<file path="src/rtl/eaf_pkg.sv">
package eaf_pkg;

    localparam int WORD_W      = 32;
    localparam int HDR_WORDS   = 4;
    localparam int PAY_WORDS   = 1024;
    localparam int FRAME_WORDS = HDR_WORDS + PAY_WORDS;
    localparam int CNT_W       = $clog2(FRAME_WORDS + 1);

    localparam logic [47:0] DST_ADDR = 48'hFFFF_FFFF_FFFF;
    localparam logic [47:0] SRC_ADDR = 48'h0090_C200_1C50;
    localparam logic [15:0] ETH_TYPE = 16'h0101;

    typedef logic [WORD_W-1:0] word_t;
    typedef logic [CNT_W-1:0]  pos_t;

    // Expected value of one header word, and which of its bits are compared
    typedef struct packed {
        word_t value;
        word_t care;
    } hdr_ref_t;

    typedef enum logic [1:0] {
        END_NONE = 2'd0,
        END_GOOD = 2'd1,
        END_BAD  = 2'd2
    } end_kind_t;

    function automatic hdr_ref_t hdr_ref(input logic [1:0] idx);
        hdr_ref_t r;
        case (idx)
            2'd0:    r = '{value: DST_ADDR[47:16],                 care: '1};
            2'd1:    r = '{value: {DST_ADDR[15:0], SRC_ADDR[47:32]}, care: '1};
            2'd2:    r = '{value: SRC_ADDR[31:0],                  care: '1};
            default: r = '{value: {ETH_TYPE, 16'h0000},            care: {16'hFFFF, 16'h0000}};
        endcase
        return r;
    endfunction

endpackage

</file>
<file path="src/rtl/eaf_pos_counter.sv">
module eaf_pos_counter #(
    parameter int CNT_W = eaf_pkg::CNT_W,
    parameter int LIMIT = eaf_pkg::FRAME_WORDS
) (
    input  logic             clk,
    input  logic             rst,
    input  logic             word_en,
    input  logic             frame_end,
    output logic [CNT_W-1:0] pos,
    output logic             at_limit
);
    localparam logic [CNT_W-1:0] LIM = CNT_W'(LIMIT);

    assign at_limit = (pos == LIM);

    // Saturates at the frame length: any word seen there belongs to an overlong frame
    always_ff @(posedge clk) begin
        if (rst || frame_end) begin
            pos <= '0;
        end else if (word_en && !at_limit) begin
            pos <= pos + 1'b1;
        end
    end
endmodule

</file>
<file path="src/rtl/eaf_verdict.sv">
module eaf_verdict #(
    parameter int WORD_W    = eaf_pkg::WORD_W,
    parameter int CNT_W     = eaf_pkg::CNT_W,
    parameter int HDR_WORDS = eaf_pkg::HDR_WORDS
) (
    input  logic              clk,
    input  logic              rst,
    input  logic              word_en,
    input  logic              frame_end,
    input  logic [CNT_W-1:0]  pos,
    input  logic              at_limit,
    input  logic [WORD_W-1:0] word,
    output logic              ok
);
    import eaf_pkg::*;

    logic     in_hdr;
    logic     hdr_hit;
    hdr_ref_t ref_w;

    assign in_hdr = (pos < CNT_W'(HDR_WORDS));

    always_comb begin
        ref_w   = hdr_ref(pos[1:0]);
        hdr_hit = (((word ^ ref_w.value) & ref_w.care) == '0);
    end

    always_ff @(posedge clk) begin
        if (rst || frame_end) begin
            ok <= 1'b1;
        end else if (word_en) begin
            if ((in_hdr && !hdr_hit) || at_limit) begin
                ok <= 1'b0;
            end
        end
    end
endmodule

</file>
<file path="src/rtl/eaf_out_stage.sv">
module eaf_out_stage #(
    parameter int WORD_W = eaf_pkg::WORD_W
) (
    input  logic              clk,
    input  logic              rst,
    input  logic              fwd_en,
    input  logic [WORD_W-1:0] word_in,
    input  logic              drop_en,
    output logic [WORD_W-1:0] aud_word,
    output logic              aud_valid,
    output logic              aud_drop
);
    always_ff @(posedge clk) begin
        if (rst) begin
            aud_word  <= '0;
            aud_valid <= 1'b0;
            aud_drop  <= 1'b0;
        end else begin
            aud_valid <= fwd_en;
            aud_drop  <= drop_en;
            if (fwd_en) begin
                aud_word <= word_in;
            end
        end
    end
endmodule

</file>
<file path="src/rtl/eth_audio_filter.sv">
module eth_audio_filter (
    input  logic        clk,
    input  logic        rst,
    input  logic [31:0] in_word,
    input  logic        in_valid,
    input  logic        frame_good,
    input  logic        frame_bad,
    output logic [31:0] aud_word,
    output logic        aud_valid,
    output logic        aud_drop
);
    import eaf_pkg::*;

    end_kind_t end_kind;
    logic      frame_end;
    logic      word_en;
    pos_t      pos_q;
    logic      at_limit;
    logic      ok_q;
    logic      in_payload;
    logic      fwd_en;
    logic      clean_end;
    logic      drop_en;

    always_comb begin
        if (frame_bad)       end_kind = END_BAD;
        else if (frame_good) end_kind = END_GOOD;
        else                 end_kind = END_NONE;
    end

    assign frame_end  = (end_kind != END_NONE);
    assign word_en    = in_valid && !frame_end;
    assign in_payload = (pos_q >= CNT_W'(HDR_WORDS)) && !at_limit;
    assign fwd_en     = word_en && ok_q && in_payload;
    assign clean_end  = (end_kind == END_GOOD) && ok_q && at_limit;
    assign drop_en    = frame_end && !clean_end;

    eaf_pos_counter #(.CNT_W(CNT_W), .LIMIT(FRAME_WORDS)) u_pos (
        .clk      (clk),
        .rst      (rst),
        .word_en  (word_en),
        .frame_end(frame_end),
        .pos      (pos_q),
        .at_limit (at_limit)
    );

    eaf_verdict #(.WORD_W(WORD_W), .CNT_W(CNT_W), .HDR_WORDS(HDR_WORDS)) u_verdict (
        .clk      (clk),
        .rst      (rst),
        .word_en  (word_en),
        .frame_end(frame_end),
        .pos      (pos_q),
        .at_limit (at_limit),
        .word     (in_word),
        .ok       (ok_q)
    );

    eaf_out_stage #(.WORD_W(WORD_W)) u_out (
        .clk      (clk),
        .rst      (rst),
        .fwd_en   (fwd_en),
        .word_in  (in_word),
        .drop_en  (drop_en),
        .aud_word (aud_word),
        .aud_valid(aud_valid),
        .aud_drop (aud_drop)
    );
endmodule


</file>
<file path="config.mk">
export PLATFORM = sky130hd
export DESIGN_NAME = eth_audio_filter
export DESIGN_NICKNAME = d
export VERILOG_FILES = /design/src/rtl/eaf_pkg.sv /design/src/rtl/eaf_pos_counter.sv /design/src/rtl/eaf_verdict.sv /design/src/rtl/eaf_out_stage.sv /design/src/rtl/eth_audio_filter.sv
export SDC_FILE = /design/constraint.sdc
export NUM_CORES = 1
export LEC_CHECK = 0
export ABC_AREA = 1
export BUFFER_PORTS_ARGS = -buffer_cell sky130_fd_sc_hd__buf_2
export CORE_UTILIZATION = 50
export DETAILED_ROUTE_END_ITERATION = 8
export GPL_ROUTABILITY_DRIVEN = 0
export HOLD_SLACK_MARGIN = 0.12
export PLACE_DENSITY = 0.86
export SYNTH_ARGS = -nofsm -noshare
export SYNTH_HDL_FRONTEND = slang
export SYNTH_SLANG_ARGS = --single-unit
export TNS_END_PERCENT = 100
</file>
<file path="constraint.sdc">
create_clock -name clk -period 3.6 [get_ports clk]
set_clock_uncertainty 0.15 [all_clocks]
set_input_delay 0.18 -clock clk [delete_from_list [all_inputs] [get_ports clk]]
set_output_delay 0.18 -clock clk [all_outputs]
set_load 0.02 [all_outputs]
</file>
# Word-level counts from Yosys, hierarchy flattened
# Cells that the tools add are included.
[word_totals]
ff_bits = 46
latchBits = 0
mem_bits_rw = 0
rom_bits = 0
inputBits = 37
out_inout_bits = 34
word_cells = 36
n_memories = 0
[classes]
n_addsub = 1
n_mul = 0
div_mod_pow = 0
n_lt_le_gt_ge = 2
eq_ne = 4
shift = 0
mux = 3
bitwise_logic = 2
n_reduce_logical = 19
[ops]
columns = ["cell", "count"]
rows = [
  ["case mux 64 bit (3 select lines)", 1],
  ["bitwise AND 32 bit", 1],
  ["zero test 32 bit", 1],
  ["XOR 32 bit", 1],
  ["adder 11 x 1 -> 11 bit (second input constant)", 1],
  ["equality test 11 bit (second input constant)", 1],
  ["greater-or-equal comparator 11 x 3 -> 1 bit (second input constant)", 1],
  ["less-than comparator 11 x 3 -> 1 bit (second input constant)", 1],
  ["logical AND 1 bit", 9],
  ["equality test 2 x 1 -> 1 bit (second input constant)", 2],
  ["zero test 1 bit", 4],
  ["equality test 2 bit (second input constant)", 1],
  ["zero test 2 bit", 1],
  ["logical OR 1 bit", 2],
  ["two-way mux 2 bit", 1],
  ["AND reduction 2 bit", 1],
  ["nonzero test 2 bit", 1],
  ["two-way mux 1 bit", 1],
]

# Longest topological paths before layout
# Gate-level depths: netlist of the first run.
[logic_depth]
ltp_word = 9
ltp_mapped = 16
mapped_depth_nobuf = 16

# Modules after synthesis
# Synthesis of the first run repeated with hierarchy kept, for this count alone.
[unflattened]
hier_cells = 441
hier_area_um2 = 2618.8
[modules_own_cells]
columns = ["module", "instances", "cells_per_inst", "area_each_um2", "seq_area_each_um2"]
rows = [
  ["eaf_out_stage", 1, 209, 1372.6, 680.7],
  ["eaf_pos_counter", 1, 107, 714.4, 220.2],
  ["eaf_verdict", 1, 108, 454.2, 20.0],
  ["eth_audio_filter", 1, 17, 77.6, 0.0],
]

# Worst setup path before layout of the first run
# Ideal clock, no wire load.
[synth_path]
kind = "reg2reg"
start = "reg u_pos.pos[0]"
end = "reg u_out.aud_word[13]"
setup_time_ps = 143
arrival_ps = 1632
path_slack_ps = 1675
path_stages_with_launch = 13
path_cell_list = "dfxtp_1 > inv_1 > ha_1 > inv_2 > nor3_2 > and3_1 > nand3_2 > nand2_2 > inv_4 > nand3_4 > buf_6 > nand2_2 > a21oi_2"
[synth_between]
elab_chain_len = 4
[synth_rtl]
columns = ["element", "line", "rtl"]
rows = [
  ["start: declaration", "eaf_pos_counter.sv:9", "output logic [CNT_W-1:0] pos,"],
  ["start signal: assignment", "eaf_pos_counter.sv:21", "pos <= pos + 1'b1;"],
  ["parallel branches: the longest is 2 deep, another holds greater-or-equal comparator 11 x 3 -> 1 bit", "n/a", ""],
  ["logical AND 1 bit (*)", "eth_audio_filter.sv:33", "assign in_payload = (pos_q >= CNT_W'(HDR_WORDS)) && !at_limit;"],
  ["logical AND 1 bit (*)", "eth_audio_filter.sv:34", "assign fwd_en = word_en && ok_q && in_payload;"],
  ["end signal: assignment", "eaf_out_stage.sv:22", "aud_word <= word_in;"],
  ["end: declaration", "eaf_out_stage.sv:9", "output logic [WORD_W-1:0] aud_word,"],
]
# Every way passes the cells marked *.
# A chain may end at the register's enable or synchronous reset.

# Worst setup path in the final report of the first run
[layout_path]
start = "reg u_pos.pos[0]"
end = "reg u_out.aud_word[9]"
# The elaborated chain is that of the path after synthesis.

==> flow_summary_export.csv, run 1 <==
group,metric,value,unit
place,dpl.hpwl,4.03,mm
flow_run,maxCapViolations,0,
clocking,cts_inserted_buffers,5,
yosys,synth_area_per_cell,7.16,µm²
pwr,intPower,0.000715,W
yosys,synth_cell_type_count,31,
pwr,sequentialPowerShare,54.0,%
setup_path,path_max_fanout,43,
timing,maxSlewViolCount,0,
clocking,clk_path_buf_depth,2,
clocking,cts_tree,"done",
timing,tns,0,ns
timing,timing.final.crit_share,80.6,%
routing,drt_iter0_markers,247,
final_layout,nNetsFinal,480,
die,coreArea,4720,µm²
setup_path,path_cells,"inv_1 > ha_1 > inv_2 > nor3_2 > and3_1 > nand3_2 > nand2_2 > inv_4 > nand3_4 > nand2_1 > a21oi_1",
hold_path,min_path_type,"primary input to flip-flop",
routing,postRouteWirelength,6.93,mm
global_routing,antenna_found_initial,0,
yosys,ys_ff_latch,46,
yosys,synth.largest_area_cell,"dfxtp_1",
routing,vias_per_cell,5.44,
final_layout,areaGrowthSynthToFinish,31.4,%
timing,fmaxAchievable,345,MHz
routing,remaining_drc_errors,0,
setup_path,critical_path_arrival,2.91,ns
die,die_w,72.2,µm
final_layout,drive_above_1_share,24.7,%
clocking,cts-root-buf,"clkbuf_8",
yosys,synth_commonest_cells,"89 x nand2_1, 46 x dfxtp_1, 34 x a21oi_1",
yosys,synth_enable_flop_cells,0,
outcome,status,"finished clean",
yosys,synth-async-reset-ratio,0,%
routing,drtAntennaViolNets,0,
hold_path,worst_hold_startpoint,"in_valid",
yosys,synth_area,2460,µm²
timing,setup_violations,0,
yosys,ys_seq_area_share,37.4,%
pwr,power,0.000945,W
setup_path,crit_family,"simple AND/OR/NAND/NOR gates",
die,rows,25,
routing,vias,2754,
routing,drt-pass1-iter-count,5,
pwr,p_leak,1.33,nW
pwr,switching_share,24.4,%
die,start_util,52.1,%
setup_path,cp.required,3.61,ns
setup_path,startpoint,"u_pos.pos[0]",
timing,rsz0062_at_grt,"no",
yosys,syn_nets,387,
setup_path,critPathCaptureType,"flip-flop",
global_routing,grt_pass1_vias,2515,
global_routing,grt_pass1_wl,11.2,mm
final_layout,fill_cells,352,
yosys,synthTopCellsByArea,"dfxtp_1 37%, nand2_1 14%, nand4_1 8.4%, a21oi_1 6.9%, nor2_1 4.1%",
yosys,synth_most_common_cell,"nand2_1",
timing,min_period,2.90,ns
yosys,synth_flop_cell,"dfxtp_1",
clocking,post_cts_resized,0,
clocking,post-cts-setup-buffer-count,0,
pwr,ir_drop,151,µV
timing,worstMarginPinSlew,0.728,ns
setup_path,startpoint_type,"flip-flop",
routing,wire_per_inst,13.7,µm
pwr,p_per_area,292,nW/µm²
setup_path,slowest_delay,0.46,ns
setup_path,crit_slowest_cell,"dfxtp_1",
die,die_area,5210,µm²
global_routing,grt_use_total,27.5,%
pwr,p_comb_share,11.1,%
setup_path,reg2reg_from,"u_pos.pos[0]",
clocking,clkTransAtPathRegs,0.08,ns
setup_path,crit_buf_inv,3,
timing,hold_viol_final,0,
global_routing,grt_max_degree,44,
pwr,clkPwrFrac,34.9,%
setup_path,critical_path_class,"flip-flop to flip-flop",
clocking,h-tree-depth,2,
yosys,yosysWarnings,0,
timing,max-slew-margin-rel,51.5,%
die,die_y,72.2,µm
die,ioPinCount,71,
yosys,yosysTopAreaCellShare,37.4,%
yosys,netlist_instances,344,
global_routing,grt.overflow.total,0,
clocking,clk_latency,0.30,ns
clocking,postCtsHoldBufs,34,
pwr,switchingPower,0.000231,W
place,portBuffers,70,
clocking,cts.sinks,46,
-- metrics by stage --
| stage | cells | hold WS (ns) | instance area, µm² | util (%) | setup WS [ns] |
|---|---|---|---|---|---|
| after detailed placement | 463 | 0.299 | 2800 | 59.3 | 0.775 |
| after global placement | 463 | 0.296 | 2800 | 59.3 | 0.927 |
| after CTS | 505 | 0.162 | 3230 | 68.4 | 0.757 |
| after floorplan | 344 | 0.196 | 2460 | - | 1.68 |
| after global routing | 505 | 0.213 | 3230 | 68.4 | 0.492 |
| final | 506 | 0.186 | 3230 | 68.5 | 0.698 |
-- power groups by stage --
| stage | clock (W) | combinational (W) | sequential [W] |
|---|---|---|---|
| floorplan | 0 | 0.0000351 | 0.000523 |
| global placement | 0 | 0.0000693 | 0.000522 |
| detailed placement | 0 | 0.0000708 | 0.000522 |
| CTS | 0.000328 | 0.0000997 | 0.000510 |
| global route | 0.000354 | 0.000113 | 0.000511 |
| finish | 0.000330 | 0.000105 | 0.000511 |
-- worst paths after layout --
path	depth (start not counted)	slack (ns)	to
worst max register to register	11	0.70	u_out.aud_word[9]
worst max-delay path	11	0.70	u_out.aud_word[9]
worst min-delay path	6	0.19	u_verdict.ok
worst min register to register	2	0.31	u_out.aud_word[26]
-- state kept, by name, indices dropped and copies added, names as in the netlist --
name / cells
u_out.aud_drop: 1
u_out.aud_valid: 1
u_out.aud_word: 32
u_pos.pos: 11
u_verdict.ok: 1
-- worst register-to-register path: cells and delay by family, from the launching register on --
family | cells | cell delay, ns
DFF | 1 | 0.46
AOI/OAI and AO/OA | 1 | 0.08
buffers and inverters | 3 | 0.66
and+or+nand+nor | 6 | 1.11
adders and majority gates | 1 | 0.29
-- layout make-up --
cell class / count / area [µm²] / share of cell area [%]
antenna: 1 / 2.50 / 0.0774
clock buffer: 7 / 86.3 / 2.67
clock inverter: 1 / 5.00 / 0.155
inverter: 26 / 100 / 3.09
multi-input combinational: 253 / 1340 / 41.4
sequential: 46 / 921 / 28.5
tap: 67 / 83.8 / 2.59
timing repair buffer: 105 / 698 / 21.6
-- logic make-up after synthesis --
kind of cell | share of synthesized area, %
flip-flops | 37.4
AO/OA/AOI/OAI | 12.3
AND/OR/NAND/NOR | 36.4
buffers and inverters | 8.28
XOR/XNOR | 2.49
adder cells (fa/ha/maj) | 3.05
-- layer usage --
layer  track usage, %  up-vias  wire length (µm)
li1                 -     1333                 -
met1             30.7     1255              2830
met2             47.6      136              3380
met3             6.67       30               430
met4             15.9        0               298
met5                0        -                 0
-- cells in the final DEF (no fill, tap or decap), types with 2 or more instances in the layout --
cell type,instances
nand4_1,33
buf_2,70
ha_1,6
inv_1,24
a21oi_2,10
and3_1,2
o21ai_0,6
dlygate4sd3_1,34
nand2_2,12
nor3_1,6
nor2_1,27
xor2_1,7
a21oi_1,34
nand2_1,89
clkbuf_8,6
nand3_1,8
dfxtp_1,46
nand3b_1,3
or2_2,2
(Power assumes the default switching activity.)
==> run 2, diff against run 1 <==
==> constraint.sdc (replaced) <==
create_clock -name clk -period 2.9 [get_ports clk]
set_clock_uncertainty 0.15 [all_clocks]
set_input_delay 0.145 -clock clk [delete_from_list [all_inputs] [get_ports clk]]
set_output_delay 0.145 -clock clk [all_outputs]
set_load 0.02 [all_outputs]
==> run 2 against run 1 <==
Compared with the run above: critical path depth unchanged; largest cell class unchanged; global-route usage up 0.24 points; via count is 0.94% higher.
==> flow_summary_export.csv, run 2 (synthesized netlist as in run 1, its figures left out) <==
group,metric,value,unit
die,rows,25,
routing,wire_per_inst,13.9,µm
clocking,clk_path_buf_depth,2,
routing,met1_length,2.87,mm
setup_path,r2r-end,"u_out.aud_word[31]",
die,die_area,5210,µm²
routing,drt-pass1-iter-count,6,
timing,fmaxAchievable,384,MHz
setup_path,reg2reg_from,"u_pos.pos[0]",
hold_path,min_delay_path_depth,7,
final_layout,fin_util,69.6,%
setup_path,cp.required,3.00,ns
routing,remaining_drc_errors,0,
global_routing,grt_use_total,27.7,%
timing,whs,0.161,ns
timing,hold_viol_final,0,
setup_path,startpoint_type,"flip-flop",
die,die_y,72.2,µm
die,ioPinCount,71,
setup_path,rr_worst_depth,11,
timing,setup_violations,0,
final_layout,top_register,"u_out.aud_word",
routing,routed.top_layer,"met4",
flow_run,maxCapViolations,0,
routing,drt_iter0_markers,223,
final_layout,biggestRegsByFlops,"u_out.aud_word: 32 flops, u_pos.pos: 11 flops",
timing,maxSlewViolCount,0,
clocking,cts.sinks,46,
timing,max-slew-margin-rel,73.2,%
place,dpl.hpwl,4.19,mm
timing,rsz0062_at_grt,"no",
setup_path,slowest_delay,0.46,ns
hold_path,hold-path-endpoint,"u_verdict.ok",
global_routing,antenna_found_initial,0,
final_layout,layout.cells.most_common,"nand2_1",
pwr,power,0.00118,W
final_layout,areaGrowthSynthToFinish,33.4,%
outcome,status,"finished clean",
setup_path,path_max_fanout,28,
setup_path,crit_slowest_cell,"dfxtp_1",
global_routing,grt.overflow.total,0,
routing,drtAntennaViolNets,0,
pwr,ir_drop,223,µV
pwr,p_leak,1.35,nW
setup_path,ff2ff_setup_slack,0.30,ns
timing,setup_ws,0.296,ns
timing,timing.final.crit_share,89.8,%
global_routing,grt_pass1_vias,2618,
final_layout,largest_register_ffs,32,
final_layout,antennaDiodeCount,0,
routing,postRouteWirelength,7.08,mm
final_layout,nNetsFinal,485,
clocking,post-cts-setup-buffer-count,0,
final_layout,ff_latch_area,921,µm²
timing,min_period,2.60,ns
die,coreArea,4720,µm²
clocking,h-tree-depth,2,
clocking,clkTransAtPathRegs,0.09,ns
timing,tns,0,ns
setup_path,critical_path_arrival,2.71,ns
final_layout,final_cell_mix,"89 x nand2_1, 70 x buf_2, 46 x dfxtp_1",
global_routing,grt_pass1_wl,11.4,mm
routing,vias_per_cell,5.45,
setup_path,critical_path_class,"flip-flop to flip-flop",
final_layout,multi_input_area,1360,µm²
place,portBuffers,70,
pwr,p_per_area,360,nW/µm²
die,die_w,72.2,µm
hold_path,min_path_type,"primary input to flip-flop",
clocking,cts_tree,"done",
global_routing,grt_max_degree,35,
routing,route.met3.wl,469,µm
place,dp_slack,0.250,ns
clocking,cts_inserted_buffers,5,
die,start_util,52.1,%
setup_path,path_cells,"inv_1 > ha_1 > inv_2 > nor3_2 > and3_1 > nand3_2 > nand2_2 > inv_4 > buf_4 > nand4_1 > a21oi_2",
final_layout,fill_cells,354,
clocking,clk_latency,0.31,ns
routing,vias,2780,
clocking,cts-root-buf,"clkbuf_8",
routing,dr_wl_met2,3.44,mm
setup_path,critPathCaptureType,"flip-flop",
final_layout,drive_above_1_share,25.5,%
timing,worstMarginPinSlew,0.402,ns
hold_path,worst_hold_startpoint,"frame_bad",
==> run 2: cell types whose count changed in the layout (fill, tap and decap cells not counted) <==
cell           before  now
clkbuf_1            1    0
nand3_4             1    2
clkinvlp_4          0    1
buf_4               1    4
diode_2             1    0
dlygate4sd3_1      34   35
==> run 2: worst max path at each step <==
| stage | start | end | slack (ns) | cells past startpoint |
|---|---|---|---|---|
| 6_report | u_pos.pos[0] | u_out.aud_word[31] | 0.30 | 11 |
| 2_1_floorplan | u_pos.pos[0] | u_out.aud_word[13] | 0.98 | 12 |
| 3_3_place_gp | u_pos.pos[0] | u_out.aud_word[4] | 0.38 | 11 |
| 5_1_grt | u_pos.pos[0] | u_out.aud_word[9] | 0.14 | 11 |
| 3_5_place_dp | u_pos.pos[0] | u_out.aud_word[1] | 0.25 | 11 |
| 4_1_cts | u_pos.pos[0] | u_out.aud_word[1] | 0.21 | 11 |
==> run 2: area by class of cell <==
cell class | instances | area share, %
multi-input combinational | 254 | 41.2
clock inverter | 2 | 0.381
sequential | 46 | 28.0
clock buffer | 6 | 2.51
inverter | 26 | 3.05
timing repair buffer | 109 | 22.2
tap | 67 | 2.55
==> run 2: what timing repair did <==
action                                 4_1_cts  5_1_grt
setup endpoints to repair                    0       21
gates resized for setup                      0        1
endpoints found under the hold margin       34        0
hold buffers                                35        0
==> run 2: power by group <==
part | switching, W | internal (W)
Combinational | 0.0000692 | 0.0000646
Sequential | 0.00000116 | 0.000632
Clock | 0.000223 | 0.000192
==> run 2: per-layer routing <==
metal | vias up | global-route usage (%)
li1 | 1345 | -
met1 | 1257 | 33.6
met2 | 145 | 46.1
met3 | 33 | 5.28
met4 | 0 | 15.5
met5 | - | 0
==> run 2: metrics by stage <==
| step | cell area [µm²] | cells |
|---|---|---|
| final | 3290 | 510 |
| after global routing | 3290 | 510 |
| after CTS | 3270 | 509 |
| after detailed placement | 2820 | 466 |
| after global placement | 2820 | 466 |
| after floorplan | 2460 | 344 |
==> run 2: worst max-delay path: cells and delay by family (launching register included) <==
family,cells,cell delay [ns]
AO/OA/AOI/OAI,1,0.16
adder cells (fa/ha/maj),1,0.28
buffers and inverters,4,0.86
flip-flops,1,0.46
AND/OR/NAND/NOR,5,0.62
